===== config.mk =====
export PLATFORM = sky130hd
export DESIGN_NAME = rtc_pwr_stat_reg
export DESIGN_NICKNAME = d
export VERILOG_FILES = /design/src/rtl/rtc_pfs_pkg.sv /design/src/rtl/rtc_pfs_sync.sv /design/src/rtl/rtc_pfs_halt_wd.sv /design/src/rtl/rtc_pfs_core.sv /design/src/rtl/rtc_pwr_stat_reg.sv
export SDC_FILE = /design/constraint.sdc
export NUM_CORES = 1
export LEC_CHECK = 0
export BUFFER_PORTS_ARGS = -buffer_cell sky130_fd_sc_hd__buf_2
export CAP_MARGIN = 20
export CORE_MARGIN = 5
export CORE_UTILIZATION = 47
export DETAILED_ROUTE_END_ITERATION = 8
export PLACE_DENSITY = 0.8
export SKIP_CTS_REPAIR_TIMING = 1
export SYNTH_ARGS = -nofsm -noshare
export SYNTH_HDL_FRONTEND = slang
export SYNTH_HIERARCHICAL = 1
export SYNTH_SLANG_ARGS = --single-unit

===== constraint.sdc =====
create_clock -name clk -period 2 [get_ports clk]
set_input_delay 0.2 -clock clk [delete_from_list [all_inputs] [get_ports clk]]
set_output_delay 0.2 -clock clk [all_outputs]
set_load 0.01 [all_outputs]

===== src/rtl/rtc_pfs_pkg.sv =====
`timescale 1ns/1ps
package rtc_pfs_pkg;
  localparam int REG_W = 8;
  localparam int N_EVT = 3;
  localparam logic [REG_W-1:0] RST_VAL = 8'h10;

  typedef struct packed {
    logic             thr;    // threshold select
    logic             lv;     // sticky low-supply flag
    logic             scr;    // scratch
    logic             stop;   // sticky oscillator-stop flag
    logic             clk_n;  // clock-out enable, active low
    logic [N_EVT-1:0] evt;    // event flags
  } pfs_reg_t;
endpackage


===== src/rtl/rtc_pfs_sync.sv =====
`timescale 1ns/1ps
module rtc_pfs_sync #(
  parameter int W = 1
) (
  input  logic         clk,
  input  logic         rst_n,
  input  logic [W-1:0] d_a,
  output logic [W-1:0] q
);
  logic [W-1:0] s1_q;
  logic [W-1:0] s2_q;

  always_ff @(posedge clk or negedge rst_n) begin
    if (!rst_n) begin
      s1_q <= '0;
      s2_q <= '0;
    end else begin
      s1_q <= d_a;
      s2_q <= s1_q;
    end
  end

  assign q = s2_q;
endmodule


===== src/rtl/rtc_pfs_halt_wd.sv =====
`timescale 1ns/1ps
module rtc_pfs_halt_wd #(
  parameter int TMO = 16
) (
  input  logic clk,
  input  logic rst_n,
  input  logic osc_s,
  output logic halt
);
  localparam int CW = $clog2(TMO + 1);
  localparam logic [CW-1:0] TMO_C = CW'(TMO);

  logic          osc_d_q;
  logic          rise;
  logic [CW-1:0] cnt_q;
  logic [CW-1:0] cnt_d;
  logic          cnt_en;

  assign rise = osc_s & ~osc_d_q;

  always_comb begin
    cnt_d  = cnt_q;
    cnt_en = 1'b0;
    if (rise) begin
      cnt_d  = '0;
      cnt_en = 1'b1;
    end else if (cnt_q != TMO_C) begin
      cnt_d  = cnt_q + 1'b1;
      cnt_en = 1'b1;
    end
  end

  always_ff @(posedge clk or negedge rst_n) begin
    if (!rst_n) begin
      cnt_q   <= '0;
      osc_d_q <= 1'b0;
    end else begin
      osc_d_q <= osc_s;
      if (cnt_en) cnt_q <= cnt_d;
    end
  end

  assign halt = (cnt_q == TMO_C);

  // an oscillator edge always withdraws the halt
  a_r7_edge_rearms: assert property (@(posedge clk) disable iff (!rst_n)
    rise |=> !halt);
  // without an edge a declared halt persists
  a_r7_halt_holds: assert property (@(posedge clk) disable iff (!rst_n)
    (halt && !rise) |=> halt);
endmodule


===== src/rtl/rtc_pfs_core.sv =====
`timescale 1ns/1ps
module rtc_pfs_core
  import rtc_pfs_pkg::*;
#(
  parameter int              ADDR_W   = 4,
  parameter logic [ADDR_W-1:0] REG_ADDR = 'hF
) (
  input  logic              clk,
  input  logic              rst_n,
  input  logic [ADDR_W-1:0] addr,
  input  logic              we,
  input  logic [REG_W-1:0]  wdata,
  output logic [REG_W-1:0]  rdata,
  input  logic              cmp_s,
  input  logic              halt,
  input  logic [N_EVT-1:0]  evt_in,
  output pfs_reg_t          reg_o,
  output logic              mon_en
);
  pfs_reg_t r_q;
  pfs_reg_t r_d;
  pfs_reg_t w;
  logic     sel;
  logic     wr_hit;
  logic     lv_set;
  logic     r_en;

  assign w      = pfs_reg_t'(wdata);
  assign sel    = (addr == REG_ADDR);
  assign wr_hit = we & sel;
  assign mon_en = ~r_q.lv;
  assign lv_set = cmp_s & mon_en;

  always_comb begin
    r_d = r_q;
    if (wr_hit) begin
      r_d.thr   = w.thr;
      r_d.scr   = w.scr;
      r_d.clk_n = w.clk_n;
      if (!w.lv)   r_d.lv   = 1'b0;
      if (!w.stop) r_d.stop = 1'b0;
      r_d.evt = r_q.evt & w.evt;
    end
    // hardware sets take priority over clearing writes
    if (lv_set) r_d.lv = 1'b1;
    r_d.evt = r_d.evt | evt_in;
    if (halt) r_d.stop = 1'b1;
    // a set stop flag holds every other bit at zero
    if (r_d.stop) begin
      r_d      = '0;
      r_d.stop = 1'b1;
    end
  end

  assign r_en = wr_hit | lv_set | (|evt_in) | halt | r_q.stop;

  always_ff @(posedge clk or negedge rst_n) begin
    if (!rst_n) r_q <= pfs_reg_t'(RST_VAL);
    else if (r_en) r_q <= r_d;
  end

  assign rdata = sel ? REG_W'(r_q) : '0;
  assign reg_o = r_q;

  // stop flag survives unless a zero is written to it
  a_r8_stop_sticky: assert property (@(posedge clk) disable iff (!rst_n)
    (r_q.stop && !(wr_hit && !w.stop)) |=> r_q.stop);
  // writing one cannot set the stop flag
  a_r8_wr1_no_set: assert property (@(posedge clk) disable iff (!rst_n)
    (!r_q.stop && !halt && wr_hit && w.stop) |=> !r_q.stop);
  // a declared halt sets the flag
  a_r7_halt_sets: assert property (@(posedge clk) disable iff (!rst_n)
    halt |=> r_q.stop);
  // other bits zero while stop is set
  a_r9_others_zero: assert property (@(posedge clk) disable iff (!rst_n)
    r_q.stop |-> ((REG_W'(r_q) & ~RST_VAL) == '0));
  // low-supply flag sticky without a write or halt
  a_r5_lv_sticky: assert property (@(posedge clk) disable iff (!rst_n)
    (r_q.lv && !wr_hit && !halt) |=> r_q.lv);
  // low-supply flag only rises after a synchronised comparator high
  a_r4_lv_source: assert property (@(posedge clk) disable iff (!rst_n)
    $rose(r_q.lv) |-> $past(cmp_s));
  // event pulses reach their flags
  a_r11_evt_sets: assert property (@(posedge clk) disable iff (!rst_n)
    ((|evt_in) && !halt && !r_q.stop) |=> ((r_q.evt & $past(evt_in)) == $past(evt_in)));
endmodule


===== src/rtl/rtc_pwr_stat_reg.sv =====
`timescale 1ns/1ps
module rtc_pwr_stat_reg
  import rtc_pfs_pkg::*;
#(
  parameter int                ADDR_W   = 4,
  parameter logic [ADDR_W-1:0] REG_ADDR = 'hF,
  parameter int                HALT_TMO = 16
) (
  input  logic              clk,
  input  logic              rst_n,
  input  logic [ADDR_W-1:0] bus_addr,
  input  logic              bus_we,
  input  logic [7:0]        bus_wdata,
  output logic [7:0]        bus_rdata,
  input  logic              cmp_below_a,
  input  logic              osc_clk_a,
  input  logic [2:0]        evt_in,
  output logic              thr_sel,
  output logic              mon_en,
  output logic              nbr_clr,
  output logic [2:0]        irq_n,
  output logic              clkout_en
);
  logic [1:0] sync_q;
  logic       halt;
  pfs_reg_t   r;

  rtc_pfs_sync #(.W(2)) u_sync (
    .clk   (clk),
    .rst_n (rst_n),
    .d_a   ({cmp_below_a, osc_clk_a}),
    .q     (sync_q)
  );

  rtc_pfs_halt_wd #(.TMO(HALT_TMO)) u_wd (
    .clk   (clk),
    .rst_n (rst_n),
    .osc_s (sync_q[0]),
    .halt  (halt)
  );

  rtc_pfs_core #(.ADDR_W(ADDR_W), .REG_ADDR(REG_ADDR)) u_core (
    .clk    (clk),
    .rst_n  (rst_n),
    .addr   (bus_addr),
    .we     (bus_we),
    .wdata  (bus_wdata),
    .rdata  (bus_rdata),
    .cmp_s  (sync_q[1]),
    .halt   (halt),
    .evt_in (evt_in),
    .reg_o  (r),
    .mon_en (mon_en)
  );

  assign thr_sel   = r.thr;
  assign nbr_clr   = r.stop;
  assign irq_n     = ~(r.evt & {N_EVT{~r.stop}});
  assign clkout_en = ~r.clk_n | r.stop;

  // pins masked while neighbours are held cleared
  a_r9_pins_masked: assert property (@(posedge clk) disable iff (!rst_n)
    nbr_clr |-> (irq_n == 3'b111 && clkout_en && !thr_sel));
endmodule


==> results.yml, run 1 <==
logic_synthesis:
  portion_of_the_post_synthesis_area_used_by_sequential_elements_pct: 48.0
  synth_edf_count: 0
  synth-simple-area-share_pct: 23.1
  yosys-mux-area-fraction_pct: 1.06
  synth_top_flop_cell: "sky130_fd_sc_hd__dfrtp_1"
  synth_fa_ha_area_share_pct: 2.66
  ys_top_cells_by_count: "sky130_fd_sc_hd__dfrtp_1, sky130_fd_sc_hd__nor2_1, sky130_fd_sc_hd__o21ai_0, sky130_fd_sc_hd__and2_1, sky130_fd_sc_hd__nand2b_1"
  synthDominantCellAreaShare_pct: 45.2
  dominant_combinational_cell_family_by_area_after_synthesis: "simple AND/OR/NAND/NOR gates"
  synthMostInstantiatedCell: "sky130_fd_sc_hd__dfrtp_1"
  synth_area_in_compound_gates_pct: 18.8
  syn-num-nets: 115
  synth_area_leader_cell: "sky130_fd_sc_hd__dfrtp_1"
  synth_warnings: 6
  post_synth_instance_area_um2: 941
  post_synth_main_area_contributors: "sky130_fd_sc_hd__dfrtp_1, sky130_fd_sc_hd__and2_1, sky130_fd_sc_hd__o21ai_0"
  syn_area_per_cell_um2: 10.1
  synth-xor-area-share_pct: 3.72
  postSynthRegisterBits: 18
  synth-async-reset-ratio_pct: 100
  synth_cell_types: 28
  syn_inst: 93
place:
  buffer_ports.inserted: 34
  place.detailed.hpwl_um: 1550
  dpl.cell_count: 154
  finalWeightedCongestion: 0.797
global_routing:
  number_of_global_route_vias_before_repair: 746
  grt_first_pass_wirelength_um: 3000
  grt_use_total_pct: 14.3
  grt_antenna_before_repair: 0
  grt_overflow_total: 0
  grt_start_max_net_pins: 19
drt:
  remaining_drc_errors: 0
  avgViaCountPerCell: 5.08
  antenna_nets_post_route: 0
  dr_total_vias: 818
  drt-total-wl_um: 1960
  detail_routed_net_length_per_standard_cell_um: 12.2
  detailedRoute.firstPassIterationCount: 4
  initialDrtViolationCount: 15
run:
  maxCapViolations: 0
sta:
  max-slew-margin-rel_pct: 74.0
  finalCriticalPeriod_ns: 1.72
  drv_slew: 0
  hold_viol_final: 0
  max_freq_mhz: 580
  grt_setup_unrepaired: "false"
  setup_violations: 0
  max_slew.worst_pin.slew_ns: 0.390
  finClkSkew_ns: 0.00164
  timing.setup.tns_ns: 0
  period_share_pct: 86.2
layout:
  layout-drive-gt1-share_pct: 33.6
  antenna-diode-count: 0
  fillCellCount: 170
  final-instance-count-excl-fill: 161
  finalNetCount: 157
  postLayoutCoreUtil_pct: 63.0
  area_growth_syn_to_layout_pct: 29.9
clock_network:
  tritoncts: "yes"
  worst_setup_hold_path_clk_slew_ns: 0.10
  worstSkewPairLatency_ns: 0.29
  clock_tree.htree_level_count: 1
  clock-root-buffer: "sky130_fd_sc_hd__clkbuf_4"
  tritoncts_sink_count: 18
  cts_inserted_buffers: 3
  cts.path.max_buffers: 2
setup_path:
  setup.worst_path.class: "register to register"
  worst-endpoint-arrival_ns: 1.93
  cp_data_required_time_ns: 2.21
  reg2reg_depth: 7
  biggest_fanout_along_the_worst_timing_path: 5
  crit_family: "compound AO/OA/AOI/OAI gates"
  cp.depth: 7
  critPathBufInv: 2
  worstSetupStartpointType: "register"
  regToRegStartpoint: "u_wd/cnt_q[0]$_DFFE_PN0P_"
  slowest_delay_ns: 0.39
  cpMaxStageDelayCell: "sky130_fd_sc_hd__dfrtp_1"
  critical_path.cell_chain: "inv_1 > ha_1 > nor4bb_2 > buf_4 > a2111oi_4 > nor2_2 > o211ai_1"
  cp-end-kind: "register"
  reg2reg_to: "u_core/reg_o[1]$_DFFE_PN0P_"
  internal_reg_to_reg_setup_slack_ns: 0.28
die:
  ios: 35
  initial_utilization_pct: 48.5
  core_region_area_um2: 1940
  design.die.area_um2: 3000
  std_cell_rows: 16
  die_height_um: 54.7
  die_w_um: 54.7
power:
  cellLeakagePower_nw: 0.591
  switching_share_pct: 34.9
  total_power_mw: 1.23
  switching_power_uw: 430
  ir_drop_mv: 0.659
  proportion_of_power_drawn_by_the_clock_network_pct: 17.8
  power_frac_seq_pct: 47.0
  p_comb_share_pct: 35.2
  power.internal_uw: 802
  p_per_area_nw_per_um2: 1010
worst_hold_path:
  worst_hold_path_type: "input port to register"
  worstHoldEndpoint: "u_core/reg_o[0]$_DFFE_PN0P_"
  min_from: "evt_in[0]"
  holdPathStages: 3
run_status:
  result_of_the_run: "finished, final reports clean"
[how the worst max path moves through the flow]
stage / startpoint / endpoint / slack, ns
after floorplan: u_wd/cnt_q[0]$_DFFE_PN0P_ / u_core/reg_o[0]$_DFFE_PN0P_ / 0.37
after global placement: u_wd/cnt_q[0]$_DFFE_PN0P_ / u_core/reg_o[0]$_DFFE_PN0P_ / 0.30
after detailed placement: u_wd/cnt_q[0]$_DFFE_PN0P_ / u_core/reg_o[1]$_DFFE_PN0P_ / 0.21
after CTS: u_wd/cnt_q[0]$_DFFE_PN0P_ / u_core/reg_o[1]$_DFFE_PN0P_ / 0.22
after global routing: u_wd/cnt_q[0]$_DFFE_PN0P_ / u_core/reg_o[1]$_DFFE_PN0P_ / 0.10
final: u_wd/cnt_q[0]$_DFFE_PN0P_ / u_core/reg_o[1]$_DFFE_PN0P_ / 0.28
[area by class of cell]
| cell class | instances | area, um2 | area share [%] |
|---|---|---|---|
| Clock buffer | 4 | 36.3 | 2.97 |
| Inverter | 4 | 15.0 | 1.23 |
| Multi-Input combinational cell | 69 | 470 | 38.5 |
| Sequential cell | 18 | 452 | 36.9 |
| Tap cell | 27 | 33.8 | 2.76 |
| Timing Repair Buffer | 39 | 215 | 17.6 |
[cell usage in the layout (no fill, tap or decap), drive strengths merged]
cell type    instances
nor4bb               1
o31ai                1
and2                 7
o211ai               3
nand2b               6
dfstp                1
nand3                5
mux2i                1
and4                 1
dfrtp               17
dlygate4sd3          3
o2111a               1
xnor2                2
a21boi               1
xor2                 2
inv                  4
nand4                1
o21ba                3
nor2                10
clkbuf               4
ha                   2
nor2b                1
o21ai               10
a21oi                4
buf                 36
nor3                 2
a2111oi              1
nand2                4
[state kept, by name, summed over array words and instances, names as in the netlist]
name	count
u_core/reg_o	8
u_sync/q	2
u_sync/s1_q	2
u_wd/cnt_q	5
u_wd/osc_d_q	1
[routing by layer]
metal | vias to the layer above | global-route usage, % | part of all wire, %
li1 | 410 | - | -
met3 | 0 | 3.54 | 10
met4 | 0 | 4.98 | 0
met2 | 32 | 26.6 | 47
met1 | 376 | 15.3 | 43
met5 | - | 0 | 0
[per-stage QoR]
stage | setup slack, ns | hold slack (ns) | instance area (um2)
after floorplan | 0.366 | -0.0956 | 941
after global placement | 0.303 | 0.145 | 1150
after detailed placement | 0.213 | 0.148 | 1150
after CTS | 0.222 | -0.174 | 1190
after global routing | 0.102 | 0.189 | 1220
final | 0.276 | 0.184 | 1220
[power by group through the flow]
| stage | registers (mW) | logic (mW) | clock network (mW) |
|---|---|---|---|
| after floorplan | 0.562 | 0.282 | 0 |
| after global placement | 0.576 | 0.421 | 0 |
| after detailed placement | 0.580 | 0.434 | 0 |
| after CTS | 0.574 | 0.435 | 0.227 |
| after global routing | 0.592 | 0.495 | 0.246 |
| final | 0.579 | 0.434 | 0.220 |
[cells by family after synthesis]
kind of cell	after synthesis
AND/OR/NAND/NOR	38
buffers and inverters	6
AO/OA/AOI/OAI	24
flip-flops	18
XOR/XNOR	4
adder cells (fa/ha/maj)	2
multiplexers	1
[worst register-to-register path: cells and delay by family, from the launching register on]
family / cells / cell delay, ns
compound gates: 2 / 0.57
fa+ha+maj: 1 / 0.19
buf+inv: 2 / 0.24
simple gates: 2 / 0.26
flops: 1 / 0.39
Note: power is estimated with default switching activity, not from simulation.
==> run 2, diff against run 1 <==
--- a/config.mk
+++ b/config.mk
@@ -5,6 +5,7 @@
 export SDC_FILE = /design/constraint.sdc
 export NUM_CORES = 1
 export LEC_CHECK = 0
+export ABC_AREA = 1
 export BUFFER_PORTS_ARGS = -buffer_cell sky130_fd_sc_hd__buf_2
 export CAP_MARGIN = 20
 export CORE_MARGIN = 5
==> run 2 against run 1 <==
  * Combinational power rose by 3%
  * Critical path depth increased by 4
  * Largest cell class is now sequential cells
  * Utilization decreased by 0.19 points
==> results.yml, run 2 <==
clock_network:
  tritoncts: "yes"
  clock_tree.htree_level_count: 1
  cts_inserted_buffers: 3
  worstSkewPairLatency_ns: 0.29
  tritoncts_sink_count: 18
  worst_setup_hold_path_clk_slew_ns: 0.10
  clock-root-buffer: "sky130_fd_sc_hd__clkbuf_4"
  cts.path.max_buffers: 2
layout:
  finalNetCount: 189
  area_growth_syn_to_layout_pct: 28.9
  layout.cells.most_common: "sky130_fd_sc_hd__buf_2"
  layout-drive-gt1-share_pct: 30.7
  largest_reg_flops: 8
  flip_flop_and_latch_area_um2: 452
  fillCellCount: 175
  multiInputGateArea_um2: 364
  final_cell_mix: "sky130_fd_sc_hd__buf_2, sky130_fd_sc_hd__inv_1, sky130_fd_sc_hd__nand2_1, sky130_fd_sc_hd__nor2_1, sky130_fd_sc_hd__dfrtp_1"
  final-instance-count-excl-fill: 193
  antenna-diode-count: 0
drt:
  remaining_drc_errors: 0
  drt-total-wl_um: 2050
  avgViaCountPerCell: 4.49
  detail_routed_net_length_per_standard_cell_um: 10.6
  antenna_nets_post_route: 0
  detailedRoute.firstPassIterationCount: 4
  dr_total_vias: 867
  initialDrtViolationCount: 14
sta:
  grt_setup_unrepaired: "false"
  hold_viol_final: 0
  finalCriticalPeriod_ns: 1.56
  drv_slew: 0
  hold_ws_ns: 0.173
  finClkSkew_ns: 0.00636
  max_slew.worst_pin.slew_ns: 0.400
  timing.setup.tns_ns: 0
  max_freq_mhz: 643
  period_share_pct: 77.8
  max-slew-margin-rel_pct: 73.3
  setup_violations: 0
power:
  switching_share_pct: 38.0
  p_per_area_nw_per_um2: 1020
  proportion_of_power_drawn_by_the_clock_network_pct: 18.1
  power.internal_uw: 761
  power_frac_seq_pct: 45.4
  p_comb_share_pct: 36.5
  ir_drop_mv: 0.568
  cellLeakagePower_nw: 0.761
  switching_power_uw: 466
  total_power_mw: 1.23
setup_path:
  worstSetupStartpointType: "register"
  biggest_fanout_along_the_worst_timing_path: 8
  cp-end-kind: "register"
  worst-endpoint-arrival_ns: 1.79
  internal_reg_to_reg_setup_slack_ns: 0.44
  regToRegStartpoint: "u_wd/cnt_q[0]$_DFFE_PN0P_"
  reg2reg_to: "u_core/reg_o[6]$_DFFE_PN0P_"
  cp_data_required_time_ns: 2.23
  reg2reg_depth: 11
  setup.worst_path.class: "register to register"
  setup.worst_path.start: "u_wd/cnt_q[0]$_DFFE_PN0P_"
global_routing:
  number_of_global_route_vias_before_repair: 834
  grt_antenna_before_repair: 0
  grt_use_total_pct: 16.2
  grt_first_pass_wirelength_um: 3510
  grt_overflow_total: 0
  grt_start_max_net_pins: 19
logic_synthesis:
  synthDominantCellAreaShare_pct: 45.5
  postSynthRegisterBits: 18
  synth-async-reset-ratio_pct: 100
  portion_of_the_post_synthesis_area_used_by_sequential_elements_pct: 48.3
  post_synth_instance_area_um2: 936
  syn_area_per_cell_um2: 7.49
  syn_inst: 125
  syn-num-nets: 147
  ys_top_cells_by_count: "sky130_fd_sc_hd__inv_1, sky130_fd_sc_hd__nand2_1, sky130_fd_sc_hd__dfrtp_1, sky130_fd_sc_hd__nor2_1, sky130_fd_sc_hd__nand3_1"
  synthMostInstantiatedCell: "sky130_fd_sc_hd__inv_1"
  post_synth_main_area_contributors: "sky130_fd_sc_hd__dfrtp_1, sky130_fd_sc_hd__inv_1, sky130_fd_sc_hd__nand2_1"
  synth_area_leader_cell: "sky130_fd_sc_hd__dfrtp_1"
  synth_cell_types: 16
  synth_top_flop_cell: "sky130_fd_sc_hd__dfrtp_1"
  synth_warnings: 6
  synth_edf_count: 0
worst_hold_path:
  holdPathStages: 5
  worst_hold_path_type: "input port to register"
  min_from: "evt_in[1]"
  worstHoldEndpoint: "u_core/reg_o[1]$_DFFE_PN0P_"
place:
  buffer_ports.inserted: 34
  place.detailed.hpwl_um: 1570
  dpl.cell_count: 186
  finalWeightedCongestion: 0.830
die:
  design.die.area_um2: 2980
  core_region_area_um2: 1920
  ios: 35
  die_w_um: 54.6
  initial_utilization_pct: 48.7
  std_cell_rows: 16
  die_height_um: 54.6
run:
  maxCapViolations: 0
run_status:
  result_of_the_run: "finished, final reports clean"
run 2: cell types whose count changed after synthesis, sizes merged, moves of 6 or more:
cell,before,now
and2,7,0
inv,4,32
nand3,5,13
nand2,4,34
o21ai,10,0
nand2b,6,0
nor2,10,21
run 2: power by group through the flow:
| stage | Combinational (mW) | Clock [mW] | Sequential (mW) |
|---|---|---|---|
| final | 0.448 | 0.222 | 0.557 |
| after global routing | 0.517 | 0.245 | 0.573 |
| after CTS | 0.448 | 0.232 | 0.558 |
| after detailed placement | 0.445 | 0 | 0.562 |
| after global placement | 0.433 | 0 | 0.561 |
| after floorplan | 0.294 | 0 | 0.551 |
run 2: worst max-delay path, stage by stage (launching register included):
cell and delay, ns:
sky130_fd_sc_hd__dfrtp_1 0.40, sky130_fd_sc_hd__inv_1 0.08, sky130_fd_sc_hd__ha_1 0.20, sky130_fd_sc_hd__nand2_1 0.06, sky130_fd_sc_hd__inv_1 0.06, sky130_fd_sc_hd__nand2_2 0.08
sky130_fd_sc_hd__inv_2 0.05, sky130_fd_sc_hd__nor2_1 0.20, sky130_fd_sc_hd__inv_1 0.11, sky130_fd_sc_hd__nand2_4 0.12, sky130_fd_sc_hd__nand2_2 0.06, sky130_fd_sc_hd__nor2_2 0.07
run 2: final cells by class:
cell class / count / area share, %
Clock buffer: 4 / 3.01
Inverter: 32 / 9.96
Multi-Input combinational cell: 75 / 30.2
Sequential cell: 18 / 37.4
Tap cell: 27 / 2.80
Timing Repair Buffer: 37 / 16.6
run 2: logic make-up after synthesis:
kind of cell / count (synthesis) / synth area share (%)
flops: 18 / 48.3
buf+inv: 32 / 12.8
simple gates: 72 / 35.7
fa+ha+maj: 2 / 2.67
compound gates: 1 / 0.534
run 2: worst max-delay path by stage:
stage,slack (ns),cells past startpoint,endpoint
finish,0.44,11,u_core/reg_o[6]$_DFFE_PN0P_
global route,0.30,11,u_core/reg_o[6]$_DFFE_PN0P_
CTS,0.45,11,u_core/reg_o[6]$_DFFE_PN0P_
detailed placement,0.47,11,u_core/reg_o[5]$_DFFE_PN0P_
global placement,0.57,11,u_core/reg_o[6]$_DFFE_PN0P_
floorplan,0.64,11,u_core/reg_o[6]$_DFFE_PN0P_
run 2: layer usage:
metal | global-route usage [%] | routed length (um) | part of all wire (%) | vias up
met5 | 0 | 0 | 0 | -
met4 | 6.22 | 9 | 0.44 | 0
met3 | 3.27 | 128 | 6.3 | 2
met2 | 27.0 | 1010 | 49 | 27
met1 | 20.3 | 896 | 44 | 389
li1 | - | - | - | 449
run 2: per-stage QoR:
stage,util (%),worst slack (ns),cell area [um2]
after floorplan,-,0.645,936
after global placement,59.3,0.565,1140
after detailed placement,59.3,0.474,1140
after CTS,61.2,0.451,1180
after global routing,62.8,0.299,1210
final,62.8,0.445,1210
